==> src/rtl/lpc_io_pkg.sv <==
package lpc_io_pkg;

  typedef enum logic [3:0] {
    F_IDLE, F_START, F_CT, F_ADDR, F_WDAT, F_TAR0, F_TAR1,
    F_SYNC, F_RDAT, F_TE0, F_TE1, F_ABORT
  } frm_state_e;

  typedef enum logic {T_IDLE, T_BUSY} seq_state_e;

  localparam logic [3:0] NIB_START  = 4'h0;
  localparam logic [3:0] NIB_IO_RD  = 4'h0;
  localparam logic [3:0] NIB_IO_WR  = 4'h2;
  localparam logic [3:0] NIB_PARK   = 4'hF;
  localparam logic [3:0] SYNC_READY = 4'h0;
  localparam logic [3:0] SYNC_SHORT = 4'h5;
  localparam logic [3:0] SYNC_LONG  = 4'h6;
  localparam logic [3:0] SYNC_ERROR = 4'hA;

  // width code -> index of last byte cycle
  function automatic logic [1:0] last_byte(input logic [1:0] size);
    case (size)
      2'd0:    last_byte = 2'd0;
      2'd1:    last_byte = 2'd1;
      default: last_byte = 2'd3;
    endcase
  endfunction

endpackage

==> src/rtl/lpc_io_decode.sv <==
module lpc_io_decode #(
  parameter int AW = 16,
  parameter int NW = 2,
  localparam int LW = $clog2(AW + 1),
  localparam int IW = (NW > 1) ? $clog2(NW) : 1
) (
  input  logic          clk_i,
  input  logic          rst_ni,
  input  logic          cfg_we_i,
  input  logic [IW-1:0] cfg_idx_i,
  input  logic [AW-1:0] cfg_base_i,
  input  logic [LW-1:0] cfg_log2_i,
  input  logic          cfg_en_i,
  input  logic [AW-1:0] addr_i,
  output logic          hit_o
);

  logic [NW-1:0] win_hit;

  for (genvar w = 0; w < NW; w++) begin : g_win
    logic [AW-1:0] base_q;
    logic [LW-1:0] lg_q;
    logic          en_q;
    logic [AW-1:0] keep;

    always_ff @(posedge clk_i or negedge rst_ni) begin
      if (!rst_ni) begin
        base_q <= '0;
        lg_q   <= '0;
        en_q   <= 1'b0;
      end else if (cfg_we_i && cfg_idx_i == IW'(w)) begin
        base_q <= cfg_base_i;
        lg_q   <= cfg_log2_i;
        en_q   <= cfg_en_i;
      end
    end

    assign keep       = {AW{1'b1}} << lg_q;
    assign win_hit[w] = en_q && ((addr_i & keep) == (base_q & keep));
  end

  assign hit_o = |win_hit;

endmodule

==> src/rtl/lpc_io_frame.sv <==
module lpc_io_frame
  import lpc_io_pkg::*;
#(
  parameter int AW         = 16,
  parameter int SYNC_TO    = 4,
  parameter int ABORT_CLKS = 4,
  localparam int NIBS = AW / 4,
  localparam int MAXC = (SYNC_TO > ABORT_CLKS) ? ((SYNC_TO > NIBS) ? SYNC_TO : NIBS)
                                               : ((ABORT_CLKS > NIBS) ? ABORT_CLKS : NIBS),
  localparam int CW = $clog2(MAXC) + 1
) (
  input  logic          clk_i,
  input  logic          rst_ni,
  input  logic          park_i,
  input  logic          start_i,
  input  logic          write_i,
  input  logic [AW-1:0] addr_i,
  input  logic [7:0]    wdata_i,
  input  logic [3:0]    lad_i,
  output logic          done_o,
  output logic          idle_o,
  output logic [7:0]    byte_o,
  output logic          err_o,
  output logic          lframe_n_o,
  output logic [3:0]    lad_o,
  output logic          lad_oe_o
);

  frm_state_e    state_q, state_d;
  logic [CW-1:0] cnt_q, cnt_d;
  logic [AW-1:0] addr_q;
  logic [7:0]    wdata_q;
  logic          write_q;
  logic [7:0]    byte_q, byte_d;
  logic          err_q, err_d;
  logic          done;
  logic          load;

  assign load = start_i && (state_q == F_IDLE || done);

  always_comb begin
    state_d = state_q;
    cnt_d   = cnt_q;
    byte_d  = byte_q;
    err_d   = err_q;
    done    = 1'b0;
    case (state_q)
      F_IDLE:  if (start_i) state_d = F_START;
      F_START: state_d = F_CT;
      F_CT: begin
        state_d = F_ADDR;
        cnt_d   = '0;
      end
      F_ADDR: begin
        if (cnt_q == CW'(NIBS - 1)) begin
          cnt_d   = '0;
          state_d = write_q ? F_WDAT : F_TAR0;
        end else begin
          cnt_d = cnt_q + CW'(1);
        end
      end
      F_WDAT: begin
        if (cnt_q == CW'(1)) state_d = F_TAR0;
        else                 cnt_d   = cnt_q + CW'(1);
      end
      F_TAR0: state_d = F_TAR1;
      F_TAR1: begin
        state_d = F_SYNC;
        cnt_d   = '0;
      end
      F_SYNC: begin
        case (lad_i)
          SYNC_READY, SYNC_ERROR: begin
            err_d   = err_q | (lad_i == SYNC_ERROR);
            cnt_d   = '0;
            state_d = write_q ? F_TE0 : F_RDAT;
          end
          SYNC_SHORT, SYNC_LONG: cnt_d = '0;
          default: begin
            if (cnt_q == CW'(SYNC_TO - 1)) begin
              state_d = F_ABORT;
              cnt_d   = '0;
              byte_d  = 8'hFF;
            end else begin
              cnt_d = cnt_q + CW'(1);
            end
          end
        endcase
      end
      F_RDAT: begin
        if (cnt_q == '0) begin
          byte_d[3:0] = lad_i;
          cnt_d       = CW'(1);
        end else begin
          byte_d[7:4] = lad_i;
          state_d     = F_TE0;
        end
      end
      F_TE0: state_d = F_TE1;
      F_TE1: done = 1'b1;
      F_ABORT: begin
        if (cnt_q == CW'(ABORT_CLKS - 1)) done = 1'b1;
        else                               cnt_d = cnt_q + CW'(1);
      end
      default: state_d = F_IDLE;
    endcase
    if (done) begin
      state_d = start_i ? F_START : F_IDLE;
      cnt_d   = '0;
    end
    if (load) begin
      byte_d = '0;
      err_d  = 1'b0;
    end
  end

  always_ff @(posedge clk_i or negedge rst_ni) begin
    if (!rst_ni) begin
      state_q <= F_IDLE;
      cnt_q   <= '0;
      byte_q  <= '0;
      err_q   <= 1'b0;
      addr_q  <= '0;
      wdata_q <= '0;
      write_q <= 1'b0;
    end else begin
      state_q <= state_d;
      cnt_q   <= cnt_d;
      byte_q  <= byte_d;
      err_q   <= err_d;
      if (load) begin
        addr_q  <= addr_i;
        wdata_q <= wdata_i;
        write_q <= write_i;
      end
    end
  end

  always_comb begin
    lframe_n_o = 1'b1;
    lad_oe_o   = 1'b0;
    lad_o      = NIB_PARK;
    case (state_q)
      F_IDLE:  lframe_n_o = !park_i;
      F_START: begin
        lframe_n_o = 1'b0;
        lad_oe_o   = 1'b1;
        lad_o      = NIB_START;
      end
      F_CT: begin
        lad_oe_o = 1'b1;
        lad_o    = write_q ? NIB_IO_WR : NIB_IO_RD;
      end
      F_ADDR: begin
        lad_oe_o = 1'b1;
        lad_o    = addr_q[(NIBS - 1 - int'(cnt_q)) * 4 +: 4];
      end
      F_WDAT: begin
        lad_oe_o = 1'b1;
        lad_o    = cnt_q[0] ? wdata_q[7:4] : wdata_q[3:0];
      end
      F_TAR0:  lad_oe_o = 1'b1;
      F_ABORT: begin
        lframe_n_o = 1'b0;
        lad_oe_o   = 1'b1;
      end
      default: ;
    endcase
  end

  assign done_o = done;
  assign idle_o = (state_q == F_IDLE);
  assign byte_o = byte_q;
  assign err_o  = err_q;

endmodule

==> src/rtl/lpc_io_seq.sv <==
module lpc_io_seq
  import lpc_io_pkg::*;
#(
  parameter int AW         = 16,
  parameter int NW         = 2,
  parameter int SYNC_TO    = 4,
  parameter int ABORT_CLKS = 4,
  localparam int LW = $clog2(AW + 1),
  localparam int IW = (NW > 1) ? $clog2(NW) : 1,
  localparam int DW = 32
) (
  input  logic          clk_i,
  input  logic          rst_ni,
  input  logic          suspend_i,
  input  logic          req_valid_i,
  output logic          req_ready_o,
  input  logic [AW-1:0] req_addr_i,
  input  logic [1:0]    req_size_i,
  input  logic          req_write_i,
  input  logic [DW-1:0] req_wdata_i,
  output logic          rsp_valid_o,
  output logic [DW-1:0] rsp_rdata_o,
  output logic          rsp_err_o,
  output logic          rsp_fwd_o,
  input  logic          cfg_we_i,
  input  logic [IW-1:0] cfg_idx_i,
  input  logic [AW-1:0] cfg_base_i,
  input  logic [LW-1:0] cfg_log2_i,
  input  logic          cfg_en_i,
  output logic          lframe_n_o,
  output logic [3:0]    lad_o,
  output logic          lad_oe_o,
  input  logic [3:0]    lad_i
);

  seq_state_e    st_q;
  logic [AW-1:0] base_q;
  logic [1:0]    last_q, idx_q, idx_nx;
  logic          write_q;
  logic [DW-1:0] wdata_q, acc_q, acc_nx;
  logic          err_q;
  logic          rsp_valid_q, rsp_err_q, rsp_fwd_q;
  logic [DW-1:0] rsp_rdata_q;

  logic          dec_hit, accept, more;
  logic          frm_start, frm_done, frm_idle, frm_err, frm_write;
  logic [7:0]    frm_byte, frm_wdata;
  logic [AW-1:0] frm_addr;

  lpc_io_decode #(.AW(AW), .NW(NW)) u_decode (
    .clk_i      (clk_i),
    .rst_ni     (rst_ni),
    .cfg_we_i   (cfg_we_i),
    .cfg_idx_i  (cfg_idx_i),
    .cfg_base_i (cfg_base_i),
    .cfg_log2_i (cfg_log2_i),
    .cfg_en_i   (cfg_en_i),
    .addr_i     (req_addr_i),
    .hit_o      (dec_hit)
  );

  assign req_ready_o = (st_q == T_IDLE) && !suspend_i;
  assign accept      = req_valid_i && req_ready_o;
  assign more        = frm_done && (idx_q != last_q);
  assign idx_nx      = idx_q + 2'd1;
  assign frm_start   = (accept && dec_hit) || more;
  assign frm_addr    = (st_q == T_IDLE) ? req_addr_i : base_q + AW'(idx_nx);
  assign frm_wdata   = (st_q == T_IDLE) ? req_wdata_i[7:0] : wdata_q[8*int'(idx_nx) +: 8];
  assign frm_write   = (st_q == T_IDLE) ? req_write_i : write_q;

  always_comb begin
    acc_nx = acc_q;
    if (!write_q) acc_nx[8*int'(idx_q) +: 8] = frm_byte;
  end

  lpc_io_frame #(.AW(AW), .SYNC_TO(SYNC_TO), .ABORT_CLKS(ABORT_CLKS)) u_frame (
    .clk_i      (clk_i),
    .rst_ni     (rst_ni),
    .park_i     (suspend_i),
    .start_i    (frm_start),
    .write_i    (frm_write),
    .addr_i     (frm_addr),
    .wdata_i    (frm_wdata),
    .lad_i      (lad_i),
    .done_o     (frm_done),
    .idle_o     (frm_idle),
    .byte_o     (frm_byte),
    .err_o      (frm_err),
    .lframe_n_o (lframe_n_o),
    .lad_o      (lad_o),
    .lad_oe_o   (lad_oe_o)
  );

  always_ff @(posedge clk_i or negedge rst_ni) begin
    if (!rst_ni) begin
      st_q        <= T_IDLE;
      base_q      <= '0;
      last_q      <= '0;
      idx_q       <= '0;
      write_q     <= 1'b0;
      wdata_q     <= '0;
      acc_q       <= '0;
      err_q       <= 1'b0;
      rsp_valid_q <= 1'b0;
      rsp_rdata_q <= '0;
      rsp_err_q   <= 1'b0;
      rsp_fwd_q   <= 1'b0;
    end else begin
      rsp_valid_q <= 1'b0;
      if (accept) begin
        if (dec_hit) begin
          st_q    <= T_BUSY;
          base_q  <= req_addr_i;
          last_q  <= last_byte(req_size_i);
          idx_q   <= '0;
          write_q <= req_write_i;
          wdata_q <= req_wdata_i;
          acc_q   <= '0;
          err_q   <= 1'b0;
        end else begin
          rsp_valid_q <= 1'b1;
          rsp_rdata_q <= '1;
          rsp_err_q   <= 1'b0;
          rsp_fwd_q   <= 1'b0;
        end
      end else if (st_q == T_BUSY && frm_done) begin
        acc_q <= acc_nx;
        err_q <= err_q | frm_err;
        if (idx_q == last_q) begin
          st_q        <= T_IDLE;
          rsp_valid_q <= 1'b1;
          rsp_rdata_q <= acc_nx;
          rsp_err_q   <= err_q | frm_err;
          rsp_fwd_q   <= 1'b1;
        end else begin
          idx_q <= idx_nx;
        end
      end
    end
  end

  assign rsp_valid_o = rsp_valid_q;
  assign rsp_rdata_o = rsp_rdata_q;
  assign rsp_err_o   = rsp_err_q;
  assign rsp_fwd_o   = rsp_fwd_q;

endmodule

==> config.mk <==
export PLATFORM = sky130hd
export DESIGN_NAME = lpc_io_seq
export DESIGN_NICKNAME = d
export VERILOG_FILES = /design/src/rtl/lpc_io_pkg.sv /design/src/rtl/lpc_io_decode.sv /design/src/rtl/lpc_io_frame.sv /design/src/rtl/lpc_io_seq.sv
export SDC_FILE = /design/constraint.sdc
export NUM_CORES = 1
export LEC_CHECK = 0
export BUFFER_PORTS_ARGS = -buffer_cell sky130_fd_sc_hd__buf_2
export CORE_MARGIN = 4
export CORE_UTILIZATION = 25
export DETAILED_ROUTE_END_ITERATION = 12
export GPL_ROUTABILITY_DRIVEN = 0
export PLACE_DENSITY_LB_ADDON = 0.25
export SLEW_MARGIN = 10
export SYNTH_ARGS = -nofsm -noshare
export SYNTH_HDL_FRONTEND = slang
export SYNTH_SLANG_ARGS = --single-unit
==> constraint.sdc <==
create_clock -name clk_i -period 8.7 [get_ports clk_i]
set_clock_uncertainty 0.15 [all_clocks]
set_input_delay 1.305 -clock clk_i [delete_from_list [all_inputs] [get_ports clk_i]]
set_output_delay 1.305 -clock clk_i [all_outputs]
set_load 0.01 [all_outputs]
After elaboration in Yosys (flattened, before gate mapping)

Index checks and enable logic that the tools add are counted.

Add/sub/neg operators: 5
$mul: 0
Divide/modulo/power cells: 0
Magnitude comparators: 0
Equality and inequality tests: 38
Shift operators: 6
Mux-type cells: 69
Bitwise operators: 8
Reduce and logical (&&, ||, !) cells: 41

Operators by type and width:

| operator                                                                 | count |
|---|---|
| 32-bit 2-to-1 mux                                                        | 8 |
| 16-bit AND                                                               | 4 |
| 4-bit case mux with 11 select lines                                      | 1 |
| 4-bit 2-to-1 mux                                                         | 9 |
| 5-bit negator with 33-bit output                                         | 1 |
| 8-bit by 33-bit variable shift with 32-bit output (first input constant) | 1 |
| 8-bit by 33-bit variable part select with 32-bit output                  | 1 |
| 32-bit bitwise mux                                                       | 1 |
| 16-bit == test                                                           | 2 |
| 8-bit 2-to-1 mux                                                         | 4 |
| 16-bit by 32-bit variable part select with 4-bit output                  | 1 |
| 32-bit by 6-bit variable part select with 8-bit output                   | 1 |
| 16-bit by 5-bit left shift with 16-bit output (first input constant)     | 2 |
| 1-bit 2-to-1 mux                                                         | 27 |
| 4-bit by 3-bit == test with 1-bit output (second input constant)         | 6 |
| 4-bit == test (second input constant)                                    | 5 |
| 3-bit 2-to-1 mux                                                         | 6 |
| 3-bit by 2-bit != test with 1-bit output (second input constant)         | 6 |
| 3-bit case mux with 6 select lines                                       | 1 |
| 16-bit by 2-bit adder with 16-bit output                                 | 1 |
| 16-bit 2-to-1 mux                                                        | 1 |
| 4-bit case mux with 4 select lines                                       | 1 |
| 8-bit case mux with 2 select lines                                       | 1 |
| 3-bit != test (second input constant)                                    | 4 |
| other kinds (36)                                                         | 72 |

Flip-flop bits (word level): 207
Latch bits: 0
Bits in writable memories: 0
ROM bits: 0
Output and inout bits: 42
Logic and storage cells: 193
Memories: 0

Logic depth before layout (Yosys ltp)

Gate-level depths: netlist of run 1.

Depth after elaboration: 10
Gate-level depth with buffers: 12
Depth with buffers taken out: 10

By module

A second synthesis of run 1 with hierarchy kept.

Cells, all modules: 941
Area, all modules: 10582.6 µm²

Modules (own cells, without submodules):

| module        | instances | cells each | area an instance (µm²) | seq. area each (µm²) |
|---|---|---|---|---|
| lpc_io_seq    | 1         | 484        | 6015.8                 | 3052.9 |
| lpc_io_frame  | 1         | 275        | 2366.0                 | 1026.0 |
| lpc_io_decode | 1         | 182        | 2200.9                 | 1101.1 |

Worst setup path before layout of run 1

Ideal clock, no wire load.

Path type: in2reg
From: input port req_addr_i[13]
To: register last_q[1]
Library setup time: 127 ps
Data arrival time: 3315 ps
Data required time: 8423 ps
Setup slack: 5108 ps
Cell stages on the path: 9
Path through: xnor2_1 > maj3_1 > a22oi_1 > or4_4 > o221ai_4 > nor2b_1 > buf_4 > buf_6 > mux2_1

Longest elaborated chain between the ends: 5
Elaborated cells on any way between the ends: 8
Classes of those cells: 2 x eq/ne; 2 x bitwise; 4 x reduce/logical

RTL lines:

| element                                | line                | source |
|---|---|---|
| start, declared                        | lpc_io_seq.sv:17    | `input logic [AW-1:0] req_addr_i,` |
| 16-bit AND                             | lpc_io_decode.sv:39 | `assign win_hit[w] = en_q && ((addr_i & keep) == (base_q & keep));` |
| 16-bit == test                         | lpc_io_decode.sv:39 |  |
| 1-bit logical AND                      | lpc_io_decode.sv:39 |  |
| 2-bit OR reduction *                   | lpc_io_decode.sv:42 | `assign hit_o = \|win_hit;` |
| 2-bit AND reduction (no source line) * | --                  |  |
| end signal, assigned                   | lpc_io_seq.sv:114   | `last_q <= last_byte(req_size_i);` |
| end, declared                          | lpc_io_seq.sv:38    | `logic [1:0] last_q, idx_q, idx_nx;` |

Every way passes the cells marked *; elsewhere a longest branch is shown, timed or not.
A chain may end at the register's enable or synchronous reset.

Final worst setup path of run 1

Same ends and word-level chain as after synthesis.

==> results of run 1 <==
routing by layer:
layer / track usage / part of all wire / vias up
li1: - / - / 3398
met5: 0 / 0.0018 / -
met3: 0.02590 / 0.048 / 40
met4: 0.02453 / 0.017 / 8
met1: 0.1653 / 0.45 / 3592
met2: 0.2103 / 0.49 / 142
sequential cells by signal, summed over array words and instances (netlist names):
register and flops:
last_q 2, write_q 1, u_frame.state_q 4, rsp_rdata_o 32, u_frame.cnt_q 3, u_frame.err_o 1, st_q 1, u_decode.g_win.en_q 2
rsp_fwd_o 1, u_frame.addr_q 16, acc_q 32, u_frame.byte_o 8, wdata_q 32, u_frame.write_q 1, rsp_err_o 1, base_q 16
rsp_valid_o 1, idx_q 2, u_decode.g_win.base_q 32, err_q 1, u_frame.wdata_q 8, u_decode.g_win.lg_q 10
cells in the final DEF, fill, tap and decap left out, drive strengths merged, types with 2 or more instances in the layout:
cell type / count
or2: 6
and2: 2
buf: 136
inv: 18
a211o: 3
mux2: 129
clkbuf: 39
nand3: 10
nor2b: 12
a211oi: 3
o21ai: 20
a221oi: 4
ha: 12
o211ai: 2
a21oi: 35
nor3: 8
xnor2: 25
a2bb2oi: 35
nand2b: 5
o22ai: 34
nor3b: 2
a31oi: 4
dfrtp: 207
nor4b: 4
mux4: 12
o211a: 5
a21o: 2
or3: 9
nand4: 9
mux2i: 11
a22o: 2
nand2: 65
and3: 3
a22oi: 38
clkinv: 2
nor2: 32
xor2: 26
nor4: 4
through the flow:
step / power [mW] / hold WS, ns / util / setup WS, ns
2_1_floorplan: 2.647 / 0.3024 / - / 5.108
3_3_place_gp: 3.151 / 0.3139 / 0.2831 / 3.681
3_5_place_dp: 3.177 / 0.3201 / 0.2831 / 3.665
4_1_cts: 4.170 / 0.3333 / 0.3014 / 4.209
5_1_grt: 4.409 / 0.3390 / 0.3014 / 4.024
6_report: 4.083 / 0.3279 / 0.3014 / 4.300
synthesized netlist by cell type (18+ instances only):
cell type / count / area, µm²
dfrtp_1: 207 / 5180
xor2_1: 26 / 227.7
nor2_1: 32 / 120.1
o21ai_0: 20 / 100.1
a22oi_1: 38 / 285.3
mux2_2: 98 / 1104
mux2_1: 31 / 349.1
a2bb2oi_1: 35 / 306.5
xnor2_1: 25 / 219.0
o22ai_1: 34 / 212.7
inv_1: 18 / 67.56
nand2_1: 65 / 244.0
a21oi_1: 34 / 170.2
clkbuf_1: 29 / 108.9
worst max-delay path, delay by kind of cell:
kind / cells / cell delay [ns]
buf+inv: 2 / 0.66
mux: 1 / 0.36
xor+xnor: 1 / 0.22
fa+ha+maj: 1 / 0.21
compound gates: 2 / 0.45
simple gates: 2 / 1.41
logic make-up (layout without fill, tap and decap cells):
family                     count (synthesis)  count (layout)  synth area share
AOI/OAI and AO/OA                        194             194            0.1345
and+or+nand+nor                          173             173           0.08366
DFF                                      207             207            0.5071
buffers and inverters                     73             195           0.03393
other                                      0               1                 0
adders and majority gates                 14              14           0.01764
muxes                                    152             152            0.1794
xor gates and xnor gates                  51              51           0.04373
area by class of cell:
type	count	area, µm²	share of cell area
flip-flops and latches	207	5180	0.4286
multi-input cells	584	4718	0.3904
repair buffers	137	726.9	0.06014
clock buffers	38	724.4	0.05994
well taps	525	656.9	0.05435
inverters	18	67.56	0.005590
clock inverters	2	10.01	0.0008282
diodes	1	2.502	0.0002070
power breakdown:
group | leakage, nW | internal, mW | total (mW) | switching [mW]
clock network | 0.361 | 0.565 | 0.963 | 0.398
registers | 2.53 | 1.34 | 1.66 | 0.326
logic | 2.37 | 0.725 | 1.46 | 0.734
worst max-delay path by stage:
stage	from	end	slack, ns
2_1_floorplan	req_addr_i[13]	last_q[1]	5.11
3_3_place_gp	req_addr_i[13]	last_q[1]	3.68
3_5_place_dp	req_addr_i[13]	write_q	3.67
4_1_cts	req_addr_i[13]	write_q	4.21
5_1_grt	req_addr_i[13]	write_q	4.02
6_report	req_addr_i[13]	last_q[1]	4.30
==> out/qor.txt, run 1 <==
Fin. Hold Viols = 0
CTS tree = done
WL per Instance = 18.22 µm
Final WL = 27,550 µm
Max-cap violation count = 0
#FFs+latches synth = 207
Crit path capture type = register
Max stage delay on crit path = 0.86 ns
Post-CTS sizing = 0
Number of global-route vias before repair = 7,504
Die Ht = 210.1 µm
Worst-path fanout max = 38
Synth Flop Type = dfrtp_1
Grt total ovfl = 0
Non-Filler Instances = 1,512
Area after DPL = 11,350 µm²
Num CTS Buffers = 25
Relative slew margins = 0.2250
Max Freq = 227.3 MHz
Post-route design area = 12,090 µm²
R2r setup slk = 4.78 ns
Core Area = 40,100 µm²
Buffer count from post-CTS setup fixing = 0
Num rows = 73
CTS sink cnt = 207
H-tree depth = 1
Post-placement cell count = 1,471
DRT iter0 DRCs = 292
Worst hold path type = register to register
Max rail drop VDD = 121.0 µV
Crit-path slowest cell = nor2b_4
RSZ-0062 raised after global routing = false
Crit-path cells = buf_2 -> xnor2_1 -> maj3_1 -> a22oi_1 -> or4_4 -> o221ai_4 -> nor2b_4 -> buf_4 -> mux2_1
Post-synthesis instance total = 864
Outcome = completed
Hold path cells = 1
Die W = 210.1 µm
Share of cells above drive strength 1 = 0.2992
1st-pass router iterations = 4
Routed via count = 7,180
Hold Buf Count CTS = 0
Initial antenna violation count = 5
First-pass GRT wire length = 44,080 µm
Fill count = 4,142
Syn_nets = 960
Die ar. = 44,160 µm²
P_leak = 5.262 nW
Setup Viol. Count Final = 0
Largest net degree at the start of global routing = 114
Initial Util = 0.2548
Reg2reg path depth = 8
Post-DRT Antenna Nets = 0
Critical path data arrival time = 4.66 ns
Worst R2R End = last_q[1]
Worst-margin pin slew = 1.160 ns
Hold Path End = wdata_q[31]
Ys Warns = 0
Post-synth EDFFs = 0
Hpwl dp = 19,090 µm
Clk buf depth = 3
CTS clk-pin slew, worst paths = 0.06 ns
Tcrit/Tclk final = 0.5058
Port Buffers = 124
Worst-skew pair later-pin latency = 0.52 ns
Synthesized area = 10,210 µm²
Worst EP required = 8.96 ns
Net count, final = 1,069
# IOs = 125
Setup total negative slack = 0 ns
DRC = 0
Max-slew violation count = 0
Post-route minimum period = 4.400 ns
Syn Area/Cell = 11.82 µm²
Cell at the root of the clock tree = clkbuf_16
Crit Path Category = input port to register
Area Growth Syn to Fin = 18.32%
Post-synthesis sequential area ratio = 0.5071
Routed vias/inst = 4.749
Min-Delay Startpoint = wdata_q[31]
Worst R2R Start = u_decode.g_win[0].lg_q[2]
Asr flop ratio synth = 1.000
Count of unique library cells instantiated by Yosys = 57
GRT Util Overall = 0.1240
Pwr Density = 337.8 nW/µm²
Setup crit start kind = input port
Power figures use the tool's default switching activity.
==> run 2: changes to the inputs <==
Clock period 8.7 ns to 4.5 ns, I/O delays scaled along.
==> run 2 against run 1 <==
Hold slack lost 0.23 ns. Non-clock buffer count grew 4. Combinational power grew 97%. Register-to-register slack lost 3.6 ns. Critical path type is now register to output port. Core utilization grew 0.58 points. Via count grew 0.45%. Wire length grew 0.52%. Sequential power grew 93%.
==> out/qor.txt, run 2 (synthesized netlist as in run 1, its figures left out) <==
Worst path bufs/invs = 1
Worst-path fanout max = 20
Hold Buf Count CTS = 0
Power Total = 8.292 mW
CTS clk-pin slew, worst paths = 0.06 ns
Worst EP required = 3.67 ns
Post-route design area = 12,320 µm²
Net count, final = 1,073
Buffer count from post-CTS setup fixing = 0
Number of global-route vias before repair = 7,506
Hpwl dp = 19,300 µm
RSZ-0062 raised after global routing = false
Crit Path Category = register to output port
H-tree depth = 1
Worst-margin pin slew = 1.020 ns
Grt met2 use = 0.2037
Post-route minimum period = 3.429 ns
Hold_ws = 0.09914 ns
Commonest cells after routing, fill and taps aside = dfrtp_1, buf_2, mux2_2
Post-CTS sizing = 0
Worst-skew pair later-pin latency = 0.55 ns
Clk buf depth = 3
Max stage delay on crit path = 0.72 ns
Post-DRT Antenna Nets = 0
Most common cell after layout, fill and taps aside = dfrtp_1
Crit-path slowest cell = dfrtp_1
CTS sink cnt = 207
Max-cap violation count = 0
Fill count = 4,114
R2r setup slk = 1.16 ns
Outcome = completed
Cell at the root of the clock tree = clkbuf_16
Initial antenna violation count = 5
P_leak = 5.371 nW
Max Freq = 291.6 MHz
Setup crit start kind = register
Multi-input logic area = 4718 µm²
Relative slew margins = 0.3199
Core Util, Final = 0.3072
Die W = 210.1 µm
Reg2reg path depth = 12
DRT iter0 DRCs = 377
Area after DPL = 11,400 µm²
Share of cells above drive strength 1 = 0.3075
Die ar. = 44,160 µm²
Num rows = 73
Pwr Density = 673.1 nW/µm²
Seq. cell area = 5180 µm²
Routed vias/inst = 4.735
Largest net degree at the start of global routing = 119
1st-pass router iterations = 5
GRT Util Overall = 0.1239
Worst R2R End = rsp_rdata_o[28]
Die Ht = 210.1 µm
DRC = 0
Tcrit/Tclk final = 0.7620
Worst hold path type = input port to asynchronous set/reset pin
Setup total negative slack = 0 ns
Num CTS Buffers = 25
Critical path data arrival time = 2.60 ns
Routed via count = 7,212
Initial Util = 0.2548
Crit path capture type = output port
Largest delay share family, worst path = simple AND/OR/NAND/NOR gates
GR met1 Demand/Resource = 0.1675
Worst R2R Start = u_frame.cnt_q[0]
Max rail drop VDD = 297.4 µV
Final WL = 27,690 µm
Core Area = 40,100 µm²
Port Buffers = 124
WL per Instance = 18.18 µm
First-pass GRT wire length = 44,190 µm
Setup Viol. Count Final = 0
# IOs = 125
Crit-path cells = nand2_1 -> nor4_1 -> a211o_1 -> buf_2
Max-slew violation count = 0
Grt total ovfl = 0
M3 GR Usage = 0.02739
Grt peak-use layer = met2
Area Growth Syn to Fin = 20.59%
CTS tree = done
Fin. Hold Viols = 0
run 2: cell types whose count changed in the layout (fill, tap and decap cells not counted):
| cell | previous run | this run |
|---|---|---|
| bufinv_16 | 0 | 5 |
| buf_12 | 0 | 2 |
| buf_4 | 13 | 15 |
| clkbuf_1 | 8 | 6 |
| diode_2 | 1 | 3 |
| clkinv_4 | 0 | 1 |
| inv_16 | 0 | 1 |
run 2: where the power goes:
group          switching, mW  internal [mW]  total [mW]  leakage, nW
Combinational           1.46           1.42        2.88         2.40
Clock                  0.820           1.40        2.22        0.444
Sequential             0.612           2.58        3.20         2.53
Total                   2.89           5.40        8.29         5.37
run 2: final cells by class:
cell class | count | area share
clock inverters | 9 | 0.01534
multi-input cells | 584 | 0.3830
repair buffers | 141 | 0.06348
flip-flops and latches | 207 | 0.4205
diodes | 3 | 0.0006094
clock buffers | 36 | 0.05820
inverters | 18 | 0.005485
well taps | 525 | 0.05333
run 2: stage by stage:
stage / worst slack [ns] / std cells
after floorplan: 1.306 / 864
after global placement: 1.036 / 1475
after detailed placement: 1.010 / 1475
after CTS: 1.036 / 1520
after global routing: 0.8406 / 1520
final: 1.071 / 1523
run 2: worst max path at each step:
stage	startpoint	end	slack [ns]	cells after the start
floorplan	idx_q[0]	u_frame.addr_q[13]	1.31	11
global placement	req_addr_i[13]	wdata_q[2]	1.04	9
detailed placement	req_addr_i[13]	wdata_q[1]	1.01	9
CTS	u_frame.state_q[1]	lad_o[1]	1.04	5
global route	u_frame.state_q[1]	lad_o[1]	0.84	5
finish	u_frame.state_q[1]	lad_o[3]	1.07	4
run 2: metal layers:
| layer | vias up | routed length (µm) |
|---|---|---|
| li1 | 3430 | - |
| met3 | 41 | 1448 |
| met4 | 10 | 581 |
| met1 | 3588 | 12240 |
| met2 | 143 | 13350 |
| met5 | - | 63 |
run 2: worst register-to-register path, cell delays in order (launching register included):
cell and delay (ns):
dfrtp_1 0.32, buf_4 0.23, ha_1 0.21, ha_1 0.30
inv_1 0.14, a211oi_2 0.23, buf_4 0.19, nand2_2 0.05
buf_4 0.33, nor3_4 0.34, o21bai_2 0.16, buf_4 0.40
a2bb2oi_1 0.22
